`src/rtl/evt_timer16_pkg.sv`:
```
package evt_timer16_pkg;
  typedef enum logic [1:0] {
    MD_IDLE  = 2'b00,
    MD_EVENT = 2'b01,
    MD_TIMER = 2'b10,
    MD_PULSE = 2'b11
  } tmode_e;

  localparam logic [1:0] A_LO  = 2'd0;
  localparam logic [1:0] A_HI  = 2'd1;
  localparam logic [1:0] A_CTL = 2'd2;

  // control byte field positions
  localparam int CTL_RUN  = 2;
  localparam int CTL_POL  = 3;
  localparam int CTL_PSEL = 4;
endpackage

```
`src/rtl/tec_prescaler.sv`:
```
module tec_prescaler #(
  parameter int STAGES = 8,
  localparam int SEL_W = $clog2(STAGES)
) (
  input  logic             clk,
  input  logic             rst,
  input  logic             clr,
  input  logic [SEL_W-1:0] sel,
  output logic             tick
);
  logic [STAGES-1:0] div_q;
  logic [STAGES-1:0] tap;

  always_ff @(posedge clk) begin
    if (rst || clr) div_q <= '0;
    else            div_q <= div_q + 1'b1;
  end

  // tap i fires once every 2^(i+1) clocks
  for (genvar i = 0; i < STAGES; i++) begin : g_tap
    assign tap[i] = &div_q[i:0];
  end

  assign tick = tap[sel];
endmodule

```
`src/rtl/tec_pin_sync.sv`:
```
module tec_pin_sync #(
  parameter int STAGES = 2
) (
  input  logic clk,
  input  logic rst,
  input  logic pin,
  output logic level,
  output logic rise,
  output logic fall
);
  logic [STAGES:0] sh_q;

  always_ff @(posedge clk) begin
    if (rst) sh_q <= '0;
    else     sh_q <= {sh_q[STAGES-1:0], pin};
  end

  assign level = sh_q[STAGES-1];
  assign rise  = sh_q[STAGES-1] & ~sh_q[STAGES];
  assign fall  = ~sh_q[STAGES-1] & sh_q[STAGES];
endmodule

```
`src/rtl/tec_core.sv`:
```
module tec_core #(
  parameter int W = 16
) (
  input  logic         clk,
  input  logic         rst,
  input  logic         inc,
  input  logic         load_cnt,
  input  logic         pre_we,
  input  logic [W-1:0] pre_val,
  output logic [W-1:0] cnt_q,
  output logic [W-1:0] pre_q,
  output logic         ovf_q,
  output logic         freq_q
);
  always_ff @(posedge clk) begin
    if (rst) begin
      cnt_q  <= '0;
      pre_q  <= '0;
      ovf_q  <= 1'b0;
      freq_q <= 1'b0;
    end else begin
      ovf_q <= 1'b0;
      if (pre_we) pre_q <= pre_val;
      if (load_cnt) begin
        cnt_q <= pre_val;
      end else if (inc) begin
        if (&cnt_q) begin
          cnt_q  <= pre_q;
          ovf_q  <= 1'b1;
          freq_q <= ~freq_q;
        end else begin
          cnt_q <= cnt_q + 1'b1;
        end
      end
    end
  end
endmodule

```
`src/rtl/evt_timer16.sv`:
```
module evt_timer16
  import evt_timer16_pkg::*;
#(
  parameter int BUS_W      = 8,
  parameter int PSC_STAGES = 8,
  parameter int SYNC_DEPTH = 2,
  localparam int CNT_W     = 2 * BUS_W,
  localparam int SEL_W     = $clog2(PSC_STAGES)
) (
  input  logic             clk,
  input  logic             rst,
  input  logic [1:0]       bus_addr,
  input  logic             bus_wr,
  input  logic             bus_rd,
  input  logic [BUS_W-1:0] bus_wdata,
  output logic [BUS_W-1:0] bus_rdata,
  input  logic             ext_in,
  output logic             ovf_irq,
  output logic             freq_out
);
  tmode_e             mode_q;
  logic               run_q, pol_q, seen_q;
  logic [SEL_W-1:0]   psel_q;
  logic [BUS_W-1:0]   lo_buf_q, rdata_q, ctl_rd;
  logic [CNT_W-1:0]   cnt_q, pre_q;
  logic               pin_lvl, pin_rise, pin_fall;
  logic               tick, inc, level_act, edge_hit, pw_end, counting;
  logic               wr_lo, wr_hi, wr_ctl, rd_hi;

  assign wr_lo  = bus_wr && (bus_addr == A_LO);
  assign wr_hi  = bus_wr && (bus_addr == A_HI);
  assign wr_ctl = bus_wr && (bus_addr == A_CTL);
  assign rd_hi  = bus_rd && (bus_addr == A_HI);

  tec_pin_sync #(.STAGES(SYNC_DEPTH)) u_sync (
    .clk(clk), .rst(rst), .pin(ext_in),
    .level(pin_lvl), .rise(pin_rise), .fall(pin_fall)
  );

  assign counting = run_q && (mode_q != MD_IDLE);

  tec_prescaler #(.STAGES(PSC_STAGES)) u_psc (
    .clk(clk), .rst(rst), .clr(!counting), .sel(psel_q), .tick(tick)
  );

  assign level_act = pol_q ? ~pin_lvl : pin_lvl;
  assign edge_hit  = pol_q ? pin_fall : pin_rise;
  assign pw_end    = run_q && (mode_q == MD_PULSE) && seen_q && !level_act;

  always_comb begin
    unique case (mode_q)
      MD_EVENT: inc = run_q && edge_hit;
      MD_TIMER: inc = run_q && tick;
      MD_PULSE: inc = run_q && tick && level_act;
      default:  inc = 1'b0;
    endcase
  end

  tec_core #(.W(CNT_W)) u_core (
    .clk(clk), .rst(rst), .inc(inc),
    .load_cnt(wr_hi && !run_q), .pre_we(wr_hi),
    .pre_val({bus_wdata, lo_buf_q}),
    .cnt_q(cnt_q), .pre_q(pre_q), .ovf_q(ovf_irq), .freq_q(freq_out)
  );

  // control register with pulse-width self-stop
  always_ff @(posedge clk) begin
    if (rst) begin
      mode_q <= MD_IDLE;
      run_q  <= 1'b0;
      pol_q  <= 1'b0;
      psel_q <= '0;
      seen_q <= 1'b0;
    end else if (wr_ctl) begin
      mode_q <= tmode_e'(bus_wdata[1:0]);
      run_q  <= bus_wdata[CTL_RUN];
      pol_q  <= bus_wdata[CTL_POL];
      psel_q <= bus_wdata[CTL_PSEL +: SEL_W];
      seen_q <= 1'b0;
    end else if (pw_end) begin
      run_q  <= 1'b0;
      seen_q <= 1'b0;
    end else if (run_q && (mode_q == MD_PULSE) && level_act) begin
      seen_q <= 1'b1;
    end
  end

  // shared low-byte buffer: write data wins over read latch
  always_ff @(posedge clk) begin
    if (rst)        lo_buf_q <= '0;
    else if (wr_lo) lo_buf_q <= bus_wdata;
    else if (rd_hi) lo_buf_q <= cnt_q[BUS_W-1:0];
  end

  always_comb begin
    ctl_rd = '0;
    ctl_rd[1:0] = mode_q;
    ctl_rd[CTL_RUN] = run_q;
    ctl_rd[CTL_POL] = pol_q;
    ctl_rd[CTL_PSEL +: SEL_W] = psel_q;
  end

  always_ff @(posedge clk) begin
    if (rst) begin
      rdata_q <= '0;
    end else if (bus_rd) begin
      unique case (bus_addr)
        A_LO:    rdata_q <= lo_buf_q;
        A_HI:    rdata_q <= cnt_q[CNT_W-1:BUS_W];
        A_CTL:   rdata_q <= ctl_rd;
        default: rdata_q <= '0;
      endcase
    end
  end

  assign bus_rdata = rdata_q;
endmodule

```
`config.mk`:
```
export PLATFORM = sky130hd
export DESIGN_NAME = evt_timer16
export DESIGN_NICKNAME = d
export VERILOG_FILES = /design/src/rtl/evt_timer16_pkg.sv /design/src/rtl/tec_prescaler.sv /design/src/rtl/tec_pin_sync.sv /design/src/rtl/tec_core.sv /design/src/rtl/evt_timer16.sv
export SDC_FILE = /design/constraint.sdc
export NUM_CORES = 1
export LEC_CHECK = 0
export ABC_AREA = 1
export BUFFER_PORTS_ARGS = -buffer_cell sky130_fd_sc_hd__buf_4
export CORE_ASPECT_RATIO = 1.25
export CORE_UTILIZATION = 54
export DETAILED_ROUTE_END_ITERATION = 8
export PLACE_DENSITY_LB_ADDON = 0.15
export SYNTH_ARGS = -nofsm -noshare
export SYNTH_HDL_FRONTEND = slang
export SYNTH_SLANG_ARGS = --single-unit
```
`constraint.sdc`:
```
create_clock -name clk -period 2.04 [get_ports clk]
set_clock_uncertainty 0.2 [all_clocks]
set_input_delay 0.408 -clock clk [delete_from_list [all_inputs] [get_ports clk]]
set_output_delay 0.408 -clock clk [all_outputs]
set_load 0.03 [all_outputs]
```
==> PnR_summary.wiki <==
{| class="wikitable"
! Metric !! Value
|-
| Antenna violations before repair || 0
|-
| Launch point of the worst path || u_psc.div_q[0]$_SDFF_PP0_
|-
| Clock transition at path regs || 0.07 ns
|-
| Gpl congestion || 0.950
|-
| WP data arrival || 2.08 ns
|-
| Detailed Route WL || 10300 µm
|-
| GRT overflow || 0
|-
| Mapped cell area || 3600 µm²
|-
| Area growth from synthesis to layout || 22.8%
|-
| Cells taking the most area after synthesis || sky130_fd_sc_hd__dfxtp_1 (38%), sky130_fd_sc_hd__nand2_1 (16%), sky130_fd_sc_hd__a21oi_1 (6.0%), sky130_fd_sc_hd__inv_1 (5.3%), sky130_fd_sc_hd__nand3_1 (5.3%)
|-
| Core box area || 6330 µm²
|-
| Met2 usage || 53.5%
|-
| Termination of the worst setup path || u_core.cnt_q[5]$_SDFFE_PP0P_
|-
| Worst hold path class || input port to flop
|-
| Share of the clock period used by the worst path || 97.7%
|-
| Number of port buffers || 24
|-
| Clock buffer count from CTS || 9
|-
| Relative slew slack || 78.4%
|-
| Slew Limit Fails || 0
|-
| Number of antenna diodes || 0
|-
| #FFs+latches synth || 69
|-
| Number of hold-repair buffers added at the cts stage || 0
|-
| Number of sinks handled by clock tree synthesis || 69
|-
| Static Leak || 1.85 nW
|-
| Number of nets with antenna violations after detailed routing || 0
|-
| Met1 track utilization from global routing || 36.7%
|-
| Highest net fanout along the worst path || 9
|-
| Most prevalent standard cell on the critical path || sky130_fd_sc_hd__nand2_2
|-
| Post-DR vias/cell || 5.49
|-
| Final core utilization || 69.9%
|-
| Transition time at the pin with the least slew margin || 0.316 ns
|-
| Number of library cell types mapped by synthesis || 44
|-
| Ratio of cells with drive above 1 in the final layout || 21.5%
|-
| Required time of the critical path || 2.12 ns
|-
| Cells after synthesis || 530
|-
| Overall die area || 7010 µm²
|-
| Number of setup violations in the final report || 0
|-
| Iteration-0 DRC Markers || 444
|-
| Post-synth EDFFs || 0
|-
| Yosys top cell by area || sky130_fd_sc_hd__dfxtp_1
|-
| DRC Markers || 0
|-
| Setup CP Type || flop to flop
|-
| HPWL Detailed || 7570 µm
|-
| Number of synthesis warnings || 0
|-
| Net count after synthesis || 549
|-
| R2R setup slack || 0.05 ns
|-
| Critical R2R Launch || u_psc.div_q[0]$_SDFF_PP0_
|-
| WL per Instance || 15.3 µm
|-
| Vert. Die Dim || 93.3 µm
|-
| Endpoint of the worst-slack reg-to-reg timing path || u_core.cnt_q[5]$_SDFFE_PP0P_
|-
| Share of flip-flops with an asynchronous set or reset after synthesis || 0%
|-
| Post-Syn Area per Cell || 6.80 µm²
|-
| H-tree depth || 3
|-
| Vias in the first global route || 3452
|-
| Synth Flop Type || sky130_fd_sc_hd__dfxtp_1
|-
| Die X-Extent || 75.1 µm
|-
| CTS Root Buffer Type || sky130_fd_sc_hd__clkbuf_8
|-
| Sequential cell area || 1390 µm²
|-
| Cell Chain, Critical Path || ha_4 > ha_1 > nand3b_1 > a21oi_1 > nor2_1 > nand2_2 > nand2_4 > nor2_4 > buf_12 > nand2_2 > a21oi_2
|-
| Worst reg-to-reg path cell count || 11
|-
| Highest ir drop seen on vdd || 511 µV
|-
| Type of element capturing the critical path || flop
|-
| Largest net degree at the start of global routing || 28
|-
| Global routing usage on met3 || 7.11%
|-
| Area of the multi-input gates || 2000 µm²
|-
| Total number of vias || 3705
|-
| Largest buffer count on any clock path || 2
|-
| Place WS || -0.0812 ns
|-
| Max Cap Viol || 0
|-
| Skew-Pair Late Insertion Delay || 0.35 ns
|-
| Count leader, synth || sky130_fd_sc_hd__nand2_1
|-
| Achievable Freq || 502 MHz
|-
| Final worst setup slack || 0.0478 ns
|-
| Run status || completed
|-
| Most crowded layer after global routing || met2
|-
| Layout filler cell count || 580
|-
| Tot GR Track Use || 32.1%
|-
| Cell row count || 32
|-
| Worst stage delay on the critical path || 0.34 ns
|-
| Final count of hold timing violations || 0
|-
| TritonCTS clock tree || done
|-
| Area share of the largest cell type after synthesis || 38.3%
|-
| First-pass GRT wire length || 16400 µm
|-
| Number of search-and-repair iterations in the first detailed-routing pass || 5
|-
| Initial Util || 57.0%
|-
| Startpoint type of the worst setup path || flop
|-
| Final critical path time including I/O delays and setup || 1.99 ns
|-
| Setup repair after global routing missed its margin || true
|-
| Part of the Yosys area used for sequential elements || 38.3%
|-
| Power density relative to cell area || 633 nW/µm²
|-
| Final worst hold slack || 0.0569 ns
|-
| Critical Path Slowest Stage Cell || sky130_fd_sc_hd__dfxtp_2
|-
| Count of pins on the block boundary || 25
|-
| Synth cell count leaders || sky130_fd_sc_hd__nand2_1 (154), sky130_fd_sc_hd__dfxtp_1 (69), sky130_fd_sc_hd__inv_1 (51), sky130_fd_sc_hd__nor2_1 (44), sky130_fd_sc_hd__a21oi_1 (43)
|-
| Final Net Count || 605
|}
registers in the layout, indices dropped and copies added, names as in the netlist, 2 cells and up:
signal and cells:
u_psc.div_q 8, u_core.pre_q 16, u_sync.sh_q 3, u_core.cnt_q 16, lo_buf_q 8, psel_q 3
mode_q 2, bus_rdata 8
power by group:
group	internal, mW	switching, mW	total [mW]
Clock	0.620	0.519	1.14
Combinational	0.0910	0.159	0.250
Sequential	1.38	0.0281	1.41
Total	2.09	0.706	2.80
cells in the final DEF (no fill, tap or decap), types with 4 or more instances in the layout:
master                     count
sky130_fd_sc_hd__nand2_2      11
sky130_fd_sc_hd__nor2_4        4
sky130_fd_sc_hd__nand4_1       6
sky130_fd_sc_hd__nand3_1      37
sky130_fd_sc_hd__inv_1        50
sky130_fd_sc_hd__nor2_1       44
sky130_fd_sc_hd__o21ai_1       6
sky130_fd_sc_hd__a21boi_1      4
sky130_fd_sc_hd__nor3_1        5
sky130_fd_sc_hd__xor2_1        4
sky130_fd_sc_hd__o21ai_0      34
sky130_fd_sc_hd__inv_2         6
sky130_fd_sc_hd__clkbuf_8     11
sky130_fd_sc_hd__buf_4        54
sky130_fd_sc_hd__nand2_1     148
sky130_fd_sc_hd__dfxtp_1      65
sky130_fd_sc_hd__a21oi_1      39
sky130_fd_sc_hd__a21oi_2       8
through the flow:
step | area (µm²) | power (mW) | TNS [ns] | cells
after global routing | 4420 | 2.88 | -0.512 | 675
after detailed placement | 4070 | 1.68 | -0.478 | 657
after global placement | 4070 | 1.68 | -0.00174 | 657
after CTS | 4300 | 2.80 | 0 | 672
after floorplan | 3600 | 1.58 | 0 | 530
final | 4420 | 2.80 | 0 | 675
metal layers:
layer / share of wire, % / vias to the layer above
met5: 0 / -
met4: 3.9 / 0
met3: 5.7 / 40
met2: 50 / 134
met1: 41 / 1700
li1: - / 1831
cell families (layout without fill, tap and decap cells):
kind of cell	Yosys count	count (layout)	synth area share [%]
and+or+nand+nor	271	271	33.8
AOI/OAI and AO/OA	105	105	16.4
buffers and inverters	76	136	8.96
DFF	69	69	38.3
xor gates and xnor gates	5	5	1.22
adders and majority gates	4	4	1.39
worst min path at each step:
stage	startpoint	endpoint	slack (ns)	cells after the start
floorplan	u_sync.sh_q[0]$_SDFF_PP0_	u_sync.sh_q[1]$_SDFF_PP0_	0.19	2
global placement	u_sync.sh_q[0]$_SDFF_PP0_	u_sync.sh_q[1]$_SDFF_PP0_	0.20	2
detailed placement	u_sync.sh_q[0]$_SDFF_PP0_	u_sync.sh_q[1]$_SDFF_PP0_	0.20	2
CTS	ext_in	u_sync.sh_q[0]$_SDFF_PP0_	0.05	3
global route	ext_in	u_sync.sh_q[0]$_SDFF_PP0_	0.09	3
finish	ext_in	u_sync.sh_q[0]$_SDFF_PP0_	0.06	3
final cells by class:
type	instances	share of cell area (%)
multi-input cells	385	45.1
well taps	85	2.40
clock buffers	11	3.42
flip-flops and latches	69	31.4
inverters	61	5.32
repair buffers	60	11.3
clock inverters	4	1.07
timing repair:
action,CTS,global route
hold endpoints to repair,0,0
pin swaps,3,6
gates resized for setup,9,29
setup endpoints to repair,16,17
setup buffers,0,3
critical path: cells and delay by family (launching register included):
family                   cells  cell delay (ns)
AND/OR/NAND/NOR              6             0.60
flip-flops                   1             0.34
adder cells (fa/ha/maj)      2             0.34
AO/OA/AOI/OAI                2             0.31
buffers and inverters        1             0.14
(Power assumes the default switching activity.)
